==> src/rtl/eac_scr_pkg.sv <==
package eac_scr_pkg;

  // Classification of a requested seed before it reaches the generators.
  typedef enum logic [1:0] {
    SEED_USER      = 2'd0,
    SEED_ZERO_LOCK = 2'd1,
    SEED_ONES_LOCK = 2'd2
  } seed_class_e;

  // Default carry of the fallback seed; X defaults to 1 and Y to 0.
  localparam logic EAC_DEF_CARRY = 1'b0;

  // Stages in the reset release synchroniser.
  localparam int EAC_RST_STAGES = 2;

endpackage

==> src/rtl/eac_rst_sync.sv <==
module eac_rst_sync #(
  parameter int STAGES = eac_scr_pkg::EAC_RST_STAGES
) (
  input  logic clk,
  input  logic rst_n,
  output logic rst_n_sync_o
);

  logic [STAGES-1:0] sync_q;

  generate
    for (genvar g = 0; g < STAGES; g++) begin : g_stage
      if (g == 0) begin : g_first
        always_ff @(posedge clk or negedge rst_n) begin
          if (!rst_n) sync_q[g] <= 1'b0;
          else        sync_q[g] <= 1'b1;
        end
      end else begin : g_rest
        always_ff @(posedge clk or negedge rst_n) begin
          if (!rst_n) sync_q[g] <= 1'b0;
          else        sync_q[g] <= sync_q[g-1];
        end
      end
    end
  endgenerate

  assign rst_n_sync_o = sync_q[STAGES-1];

endmodule

==> src/rtl/eac_seed_sel.sv <==
module eac_seed_sel #(
  parameter int W = 16
) (
  input  logic [W-1:0] req_x_i,
  input  logic [W-1:0] req_y_i,
  input  logic         req_c_i,
  output logic [W-1:0] seed_x_o,
  output logic [W-1:0] seed_y_o,
  output logic         seed_c_o
);
  import eac_scr_pkg::*;

  localparam logic [W-1:0] DEF_X = W'(1);
  localparam logic [W-1:0] DEF_Y = '0;

  seed_class_e cls;

  always_comb begin
    cls = SEED_USER;
    if ((req_x_i == '0) && (req_y_i == '0) && !req_c_i)
      cls = SEED_ZERO_LOCK;
    else if ((&req_x_i) && (&req_y_i) && req_c_i)
      cls = SEED_ONES_LOCK;
  end

  always_comb begin
    if (cls == SEED_USER) begin
      seed_x_o = req_x_i;
      seed_y_o = req_y_i;
      seed_c_o = req_c_i;
    end else begin
      seed_x_o = DEF_X;
      seed_y_o = DEF_Y;
      seed_c_o = EAC_DEF_CARRY;
    end
  end

endmodule

==> src/rtl/eac_keygen.sv <==
module eac_keygen #(
  parameter int W = 16
) (
  input  logic         clk,
  input  logic         rst_n,
  input  logic         load_i,
  input  logic [W-1:0] seed_x_i,
  input  logic [W-1:0] seed_y_i,
  input  logic         seed_c_i,
  input  logic         step_i,
  output logic [W-1:0] x_o,
  output logic [W-1:0] y_o,
  output logic         c_o
);
  import eac_scr_pkg::*;

  localparam int SW = W + 1;

  logic [W-1:0]  x_q, y_q, x_d, y_d;
  logic          c_q, c_d;
  logic [SW-1:0] sum;

  always_comb begin
    sum = {1'b0, x_q} + {1'b0, y_q} + SW'(c_q);
    x_d = x_q;
    y_d = y_q;
    c_d = c_q;
    if (load_i) begin
      x_d = seed_x_i;
      y_d = seed_y_i;
      c_d = seed_c_i;
    end else if (step_i) begin
      x_d = sum[W-1:0];
      y_d = x_q;
      c_d = sum[W];
    end
  end

  always_ff @(posedge clk or negedge rst_n) begin
    if (!rst_n) begin
      x_q <= W'(1);
      y_q <= '0;
      c_q <= EAC_DEF_CARRY;
    end else if (load_i || step_i) begin
      x_q <= x_d;
      y_q <= y_d;
      c_q <= c_d;
    end
  end

  assign x_o = x_q;
  assign y_o = y_q;
  assign c_o = c_q;

endmodule

==> src/rtl/eac_tx_lane.sv <==
module eac_tx_lane #(
  parameter int W = 16
) (
  input  logic         clk,
  input  logic         rst_n,
  input  logic         restart_i,
  input  logic [W-1:0] seed_x_i,
  input  logic [W-1:0] seed_y_i,
  input  logic         seed_c_i,
  input  logic [W-1:0] in_data_i,
  input  logic         in_valid_i,
  output logic         in_ready_o,
  output logic [W:0]   out_code_o,
  output logic         out_valid_o,
  input  logic         out_ready_i,
  output logic [W-1:0] gen_x_o,
  output logic [W-1:0] gen_y_o,
  output logic         gen_c_o,
  output logic         accept_o
);

  logic [W-1:0] ks_x, ks_y;
  logic         ks_c;
  logic         accept;
  logic [W:0]   code_q, code_d;
  logic         vld_q, vld_d;

  assign in_ready_o = !restart_i && (!vld_q || out_ready_i);
  assign accept     = in_valid_i && in_ready_o;

  eac_keygen #(.W(W)) u_gen (
    .clk      (clk),
    .rst_n    (rst_n),
    .load_i   (restart_i),
    .seed_x_i (seed_x_i),
    .seed_y_i (seed_y_i),
    .seed_c_i (seed_c_i),
    .step_i   (accept),
    .x_o      (ks_x),
    .y_o      (ks_y),
    .c_o      (ks_c)
  );

  always_comb begin
    code_d = code_q;
    vld_d  = vld_q;
    if (restart_i) begin
      vld_d = 1'b0;
    end else if (accept) begin
      code_d = {ks_c, in_data_i ^ ks_x};
      vld_d  = 1'b1;
    end else if (out_ready_i) begin
      vld_d = 1'b0;
    end
  end

  always_ff @(posedge clk or negedge rst_n) begin
    if (!rst_n) vld_q <= 1'b0;
    else        vld_q <= vld_d;
  end

  always_ff @(posedge clk or negedge rst_n) begin
    if (!rst_n)      code_q <= '0;
    else if (accept) code_q <= code_d;
  end

  assign out_code_o  = code_q;
  assign out_valid_o = vld_q;
  assign gen_x_o     = ks_x;
  assign gen_y_o     = ks_y;
  assign gen_c_o     = ks_c;
  assign accept_o    = accept;

endmodule

==> src/rtl/eac_rx_lane.sv <==
module eac_rx_lane #(
  parameter int W = 16
) (
  input  logic         clk,
  input  logic         rst_n,
  input  logic         restart_i,
  input  logic [W-1:0] seed_x_i,
  input  logic [W-1:0] seed_y_i,
  input  logic         seed_c_i,
  input  logic [W:0]   in_code_i,
  input  logic         in_valid_i,
  output logic         in_ready_o,
  output logic [W-1:0] out_data_o,
  output logic         out_err_o,
  output logic         out_valid_o,
  input  logic         out_ready_i,
  output logic [W-1:0] gen_x_o,
  output logic [W-1:0] gen_y_o,
  output logic         gen_c_o
);

  logic [W-1:0] ks_x, ks_y;
  logic         ks_c;
  logic         accept;
  logic [W-1:0] data_q, data_d;
  logic         err_q, err_d;
  logic         vld_q, vld_d;

  assign in_ready_o = !restart_i && (!vld_q || out_ready_i);
  assign accept     = in_valid_i && in_ready_o;

  eac_keygen #(.W(W)) u_gen (
    .clk      (clk),
    .rst_n    (rst_n),
    .load_i   (restart_i),
    .seed_x_i (seed_x_i),
    .seed_y_i (seed_y_i),
    .seed_c_i (seed_c_i),
    .step_i   (accept),
    .x_o      (ks_x),
    .y_o      (ks_y),
    .c_o      (ks_c)
  );

  always_comb begin
    data_d = data_q;
    err_d  = err_q;
    vld_d  = vld_q;
    if (restart_i) begin
      vld_d = 1'b0;
    end else if (accept) begin
      data_d = in_code_i[W-1:0] ^ ks_x;
      err_d  = in_code_i[W] ^ ks_c;
      vld_d  = 1'b1;
    end else if (out_ready_i) begin
      vld_d = 1'b0;
    end
  end

  always_ff @(posedge clk or negedge rst_n) begin
    if (!rst_n) vld_q <= 1'b0;
    else        vld_q <= vld_d;
  end

  always_ff @(posedge clk or negedge rst_n) begin
    if (!rst_n) begin
      data_q <= '0;
      err_q  <= 1'b0;
    end else if (accept) begin
      data_q <= data_d;
      err_q  <= err_d;
    end
  end

  assign out_data_o  = data_q;
  assign out_err_o   = err_q;
  assign out_valid_o = vld_q;
  assign gen_x_o     = ks_x;
  assign gen_y_o     = ks_y;
  assign gen_c_o     = ks_c;

endmodule

==> src/rtl/eac_scrambler.sv <==
module eac_scrambler #(
  parameter int W = 16
) (
  input  logic         clk,
  input  logic         rst_n,
  input  logic         restart_i,
  input  logic [W-1:0] seed_x_i,
  input  logic [W-1:0] seed_y_i,
  input  logic         seed_c_i,
  input  logic [W-1:0] tx_data_i,
  input  logic         tx_valid_i,
  output logic         tx_ready_o,
  output logic [W:0]   tx_code_o,
  output logic         tx_code_valid_o,
  input  logic         tx_code_ready_i,
  input  logic [W:0]   rx_code_i,
  input  logic         rx_valid_i,
  output logic         rx_ready_o,
  output logic [W-1:0] rx_data_o,
  output logic         rx_err_o,
  output logic         rx_valid_o,
  input  logic         rx_ready_i
);

  logic         rst_n_sync;
  logic [W-1:0] seed_x, seed_y;
  logic         seed_c;
  logic [W-1:0] tx_x, tx_y, rx_x, rx_y;
  logic         tx_c, rx_c;
  logic         tx_acc;

  eac_rst_sync u_rst (
    .clk          (clk),
    .rst_n        (rst_n),
    .rst_n_sync_o (rst_n_sync)
  );

  eac_seed_sel #(.W(W)) u_seed (
    .req_x_i  (seed_x_i),
    .req_y_i  (seed_y_i),
    .req_c_i  (seed_c_i),
    .seed_x_o (seed_x),
    .seed_y_o (seed_y),
    .seed_c_o (seed_c)
  );

  eac_tx_lane #(.W(W)) u_tx (
    .clk         (clk),
    .rst_n       (rst_n_sync),
    .restart_i   (restart_i),
    .seed_x_i    (seed_x),
    .seed_y_i    (seed_y),
    .seed_c_i    (seed_c),
    .in_data_i   (tx_data_i),
    .in_valid_i  (tx_valid_i),
    .in_ready_o  (tx_ready_o),
    .out_code_o  (tx_code_o),
    .out_valid_o (tx_code_valid_o),
    .out_ready_i (tx_code_ready_i),
    .gen_x_o     (tx_x),
    .gen_y_o     (tx_y),
    .gen_c_o     (tx_c),
    .accept_o    (tx_acc)
  );

  eac_rx_lane #(.W(W)) u_rx (
    .clk         (clk),
    .rst_n       (rst_n_sync),
    .restart_i   (restart_i),
    .seed_x_i    (seed_x),
    .seed_y_i    (seed_y),
    .seed_c_i    (seed_c),
    .in_code_i   (rx_code_i),
    .in_valid_i  (rx_valid_i),
    .in_ready_o  (rx_ready_o),
    .out_data_o  (rx_data_o),
    .out_err_o   (rx_err_o),
    .out_valid_o (rx_valid_o),
    .out_ready_i (rx_ready_i),
    .gen_x_o     (rx_x),
    .gen_y_o     (rx_y),
    .gen_c_o     (rx_c)
  );

endmodule

==> config.mk <==
export PLATFORM = sky130hd
export DESIGN_NAME = eac_scrambler
export DESIGN_NICKNAME = d
export VERILOG_FILES = /design/src/rtl/eac_scr_pkg.sv /design/src/rtl/eac_rst_sync.sv /design/src/rtl/eac_seed_sel.sv /design/src/rtl/eac_keygen.sv /design/src/rtl/eac_tx_lane.sv /design/src/rtl/eac_rx_lane.sv /design/src/rtl/eac_scrambler.sv
export SDC_FILE = /design/constraint.sdc
export NUM_CORES = 1
export LEC_CHECK = 0
export ABC_AREA = 0
export BUFFER_PORTS_ARGS = -buffer_cell sky130_fd_sc_hd__clkbuf_2
export CAP_MARGIN = 20
export CORE_UTILIZATION = 45
export DETAILED_ROUTE_END_ITERATION = 12
export PLACE_DENSITY = 0.67
export SETUP_SLACK_MARGIN = 0.4
export SLEW_MARGIN = 40
export SYNTH_ARGS = -nofsm -noshare
export SYNTH_HDL_FRONTEND = slang
export SYNTH_SLANG_ARGS = --single-unit
export TNS_END_PERCENT = 5
==> constraint.sdc <==
create_clock -name clk -period 8 [get_ports clk]
set_input_delay 0.8 -clock clk [delete_from_list [all_inputs] [get_ports clk]]
set_output_delay 0.8 -clock clk [all_outputs]
set_load 0.02 [all_outputs]
==> key figures <==
Power and ir drop
  • Cell leakage power: 0.00329 µW
  • Power Density: 245 mW/mm²
  • Power Total: between 1500 and 2000 µW
  • Max VDD drop: 0.109 mV

Worst hold path
  • Type of the most critical hold path: input port to async pin

Cells and area
  • Fillers: 1256
  • Final Cell Area: 0.00710 mm²
  • Most common cell after layout, fill and taps aside: clkbuf_2
  • Commonest cells after routing, fill and taps aside: 110 x clkbuf_2, 102 x nand2_1, 101 x dfrtp_1
  • Final core occ: 53.6%
  • Area Growth Syn to Fin: 16.0%
  • Fraction of layout cells with a size suffix above 1: approximately 18%
  • Fin nets: between 800 and 900
  • N_diodes: 0

Synth
  • Post-synth EDFFs: 0
  • Gate Count Post-Synth: just under 700
  • Seq cells post-synth: between 100 and 150
  • Distinct cells, synth: between 50 and 60
  • Syn_nets: roughly 800
  • Share of the yosys chip area belonging to registers: between 40% and 50%
  • Post-Syn Area: 0.00612 mm²
  • Async SR Flop Fraction: 100%
  • Synthesis warning total: 0
  • Top_reg_cell synth: dfrtp_1
  • Avg Cell Area, Syn: between 8 and 9 µm²

Detailed routing
  • Drt drc: 0
  • DR vias: 5583
  • Total wire length: around 17000 µm
  • Vias per cell: about 5.7
  • WL per Instance: between 15 and 20 µm
  • Final ANT Viol Nets: 0
  • Detailed Route Iter0 Violations: 480
  • DRT Pass-1 Iters: 5

Clock network
  • Worst skew pair latency: between 0.3 and 0.4 ns
  • PostCTS Resize Cnt: 0
  • Root buf cell: clkbuf_16
  • Htree depth: 3
  • CTS Hold Buffers Added: 0
  • Setup Fix Bufs, Post-CTS: 0
  • Num Clock Sinks: around 100
  • CTS tree: done
  • Clock Tree Buf Depth: 2
  • CTS buffer count: 9
  • Clk slew on worst S/H paths: 0.07 ns

Job
  • Max cap viols: 0

STA
  • Setup TNS: 0 ns
  • Clock skew: between 0.004 and 0.005 ns
  • Final Max Tran Viols: 0
  • Fin worst setup slack: ~5.2 ns
  • Minimum clock period: roughly 2.8 ns
  • Unrepaired setup endpoints after global routing: false
  • FMAX: between 300 and 400 MHz
  • Hold Violations, Final: 0
  • Slew @ Worst Pin: 0.679 ns
  • Final setup vio count: 0
  • Slew HR: around 55%
  • Tcrit/Tclk final: 34.5%

Placed design
  • Post-DP Area: a little under 0.007 mm²
  • GPL Wtd Cong: approximately 0.88
  • Final HPWL DP: roughly 12000 µm
  • Setup WS pre-CTS: 4.92 ns
  • I/O Buffers: 110

Die
  • Die Wd: roughly 120 µm
  • Row cnt: 42
  • Starting density of the core: between 40% and 50%
  • I/O pin cnt: about 110
  • Die Area: about 0.014 mm²
  • Core ar.: 0.0132 mm²
  • Die H: 119 µm

Setup path
  • Crit-path cells: clkbuf_2 > inv_2 > buf_4 > and3_2 > nor2_1 > nand2_1 > o31a_1 > nand3_1
  • Arrival @ worst endpoint: 2.99 ns
  • CP max-delay cell: and3_2
  • Critical Path RT: 8.23 ns
  • Crit-path max FO: 54
  • Crit Path Category: input port to register
  • CP startpoint kind: input port
  • Largest stage delay, worst path: about 0.68 ns
  • CP endpoint kind: register

Global route
  • Initial antenna violation count: 0
  • Largest net degree at the start of global routing: a little over 70
  • Total track usage: about 25%
  • Number of global-route vias before repair: about 5.3k
  • Global-route wire length before repair: between 20000 and 30000 µm
  • Total grt overflow: 0

Status
  • Status: complete, no violations
## per-layer routing
metal	track usage [%]	part of all wire [%]
met5	0	0
met4	12.3	3.1
met3	2.75	5.5
met2	39.6	48
met1	32.9	44
## logic make-up (layout without fill, tap and decap cells)
logic type | count (synthesis) | in the layout | share of synthesized area (%)
AOI/OAI and AO/OA | 214 | 214 | 21.4
DFF | 104 | 104 | 42.6
and+or+nand+nor | 252 | 252 | 18.8
adders and majority gates | 34 | 34 | 7.44
buffers and inverters | 41 | 142 | 2.68
other | 1 | 1 | 0.0613
xor gates and xnor gates | 50 | 50 | 7.15
## metrics by stage
step	hold WS, ns	std cells
final	0.216	973
after global placement	0.271	957
after global routing	0.214	973
after CTS	0.212	973
after floorplan	0.331	696
after detailed placement	0.292	957
## where the power goes
group	internal, µW	switching (µW)	leakage, µW
sequential	617	81.1	0.00125
combinational	266	366	0.00190
clock	218	195	0.000136
total	1100	642	0.00329
## flip-flops by register name (all words and copies together), names as in the netlist
| signal | flops |
|---|---|
| u_rst.sync_q | 1 |
| u_rst.rst_n_sync_o | 1 |
| u_rx.out_data_o | 16 |
| u_tx.u_gen.c_o | 1 |
| u_rx.out_err_o | 1 |
| u_tx.u_gen.y_o | 16 |
| u_rx.out_valid_o | 1 |
| u_tx.out_code_o | 17 |
| u_rx.u_gen.x_o | 16 |
| u_tx.out_valid_o | 1 |
| u_rx.u_gen.y_o | 16 |
| u_rx.u_gen.c_o | 1 |
| u_tx.u_gen.x_o | 16 |
## layout make-up
cell class	count	area (µm²)	area share [%]
flip-flops and latches	104	2610	36.7
clock inverters	4	20.0	0.282
inverters	11	41.3	0.581
clock buffers	12	246	3.47
multi-input cells	551	3370	47.5
repair buffers	115	592	8.33
well taps	176	220	3.10
## synthesized netlist by cell type (4+ instances only)
cell | n | area [µm²]
nand4_1 | 11 | 68.8
dfrtp_1 | 102 | 2550
xor2_1 | 4 | 35.0
nor4_1 | 7 | 43.8
inv_1 | 10 | 37.5
a31oi_1 | 7 | 43.8
ha_1 | 30 | 375
and2_1 | 4 | 25.0
o22a_1 | 4 | 35.0
nand2b_1 | 4 | 25.0
fa_1 | 4 | 80.1
a21oi_1 | 59 | 295
xnor2_1 | 46 | 403
nor2b_1 | 9 | 56.3
nor3_1 | 8 | 40.0
nand3_1 | 39 | 195
o21a_1 | 11 | 82.6
nor2_1 | 51 | 191
o21ai_0 | 74 | 370
and3_1 | 7 | 43.8
a221o_1 | 5 | 50.1
a211oi_1 | 5 | 37.5
o211ai_1 | 7 | 52.6
a21o_1 | 12 | 90.1
clkbuf_1 | 24 | 90.1
nand2_1 | 103 | 387
## critical path, delay by kind of cell
| family | cells | cell delay (ns) |
|---|---|---|
| compound gates | 1 | 0.13 |
| buf+inv | 3 | 0.95 |
| simple gates | 4 | 1.09 |
## final timing paths
check / from / endpoint / slack [ns] / depth (start not counted)
setup / recovery: restart_i / u_rx.u_gen.x_o[13]$_DFFE_PN0P_ / 5.24 / 8
hold / removal: rst_n / u_rst.rst_n_sync_o$_DFF_PN0_ / 0.22 / 1
setup reg to reg: u_tx.u_gen.x_o[0]$_DFFE_PN1P_ / u_tx.u_gen.x_o[10]$_DFFE_PN0P_ / 5.28 / 9
hold reg to reg: u_rst.rst_n_sync_o$_DFF_PN0_ / u_tx.out_code_o[2]$_DFFE_PN0P_ / 0.28 / 0
max in group asynchronous: u_rst.rst_n_sync_o$_DFF_PN0_ / u_rx.out_data_o[6]$_DFFE_PN0P_ / 6.71 / 1
min in group clk: u_rst.sync_q[0]$_DFF_PN0_ / u_rst.rst_n_sync_o$_DFF_PN0_ / 0.36 / 0
Note: power is estimated with default switching activity, not from simulation.
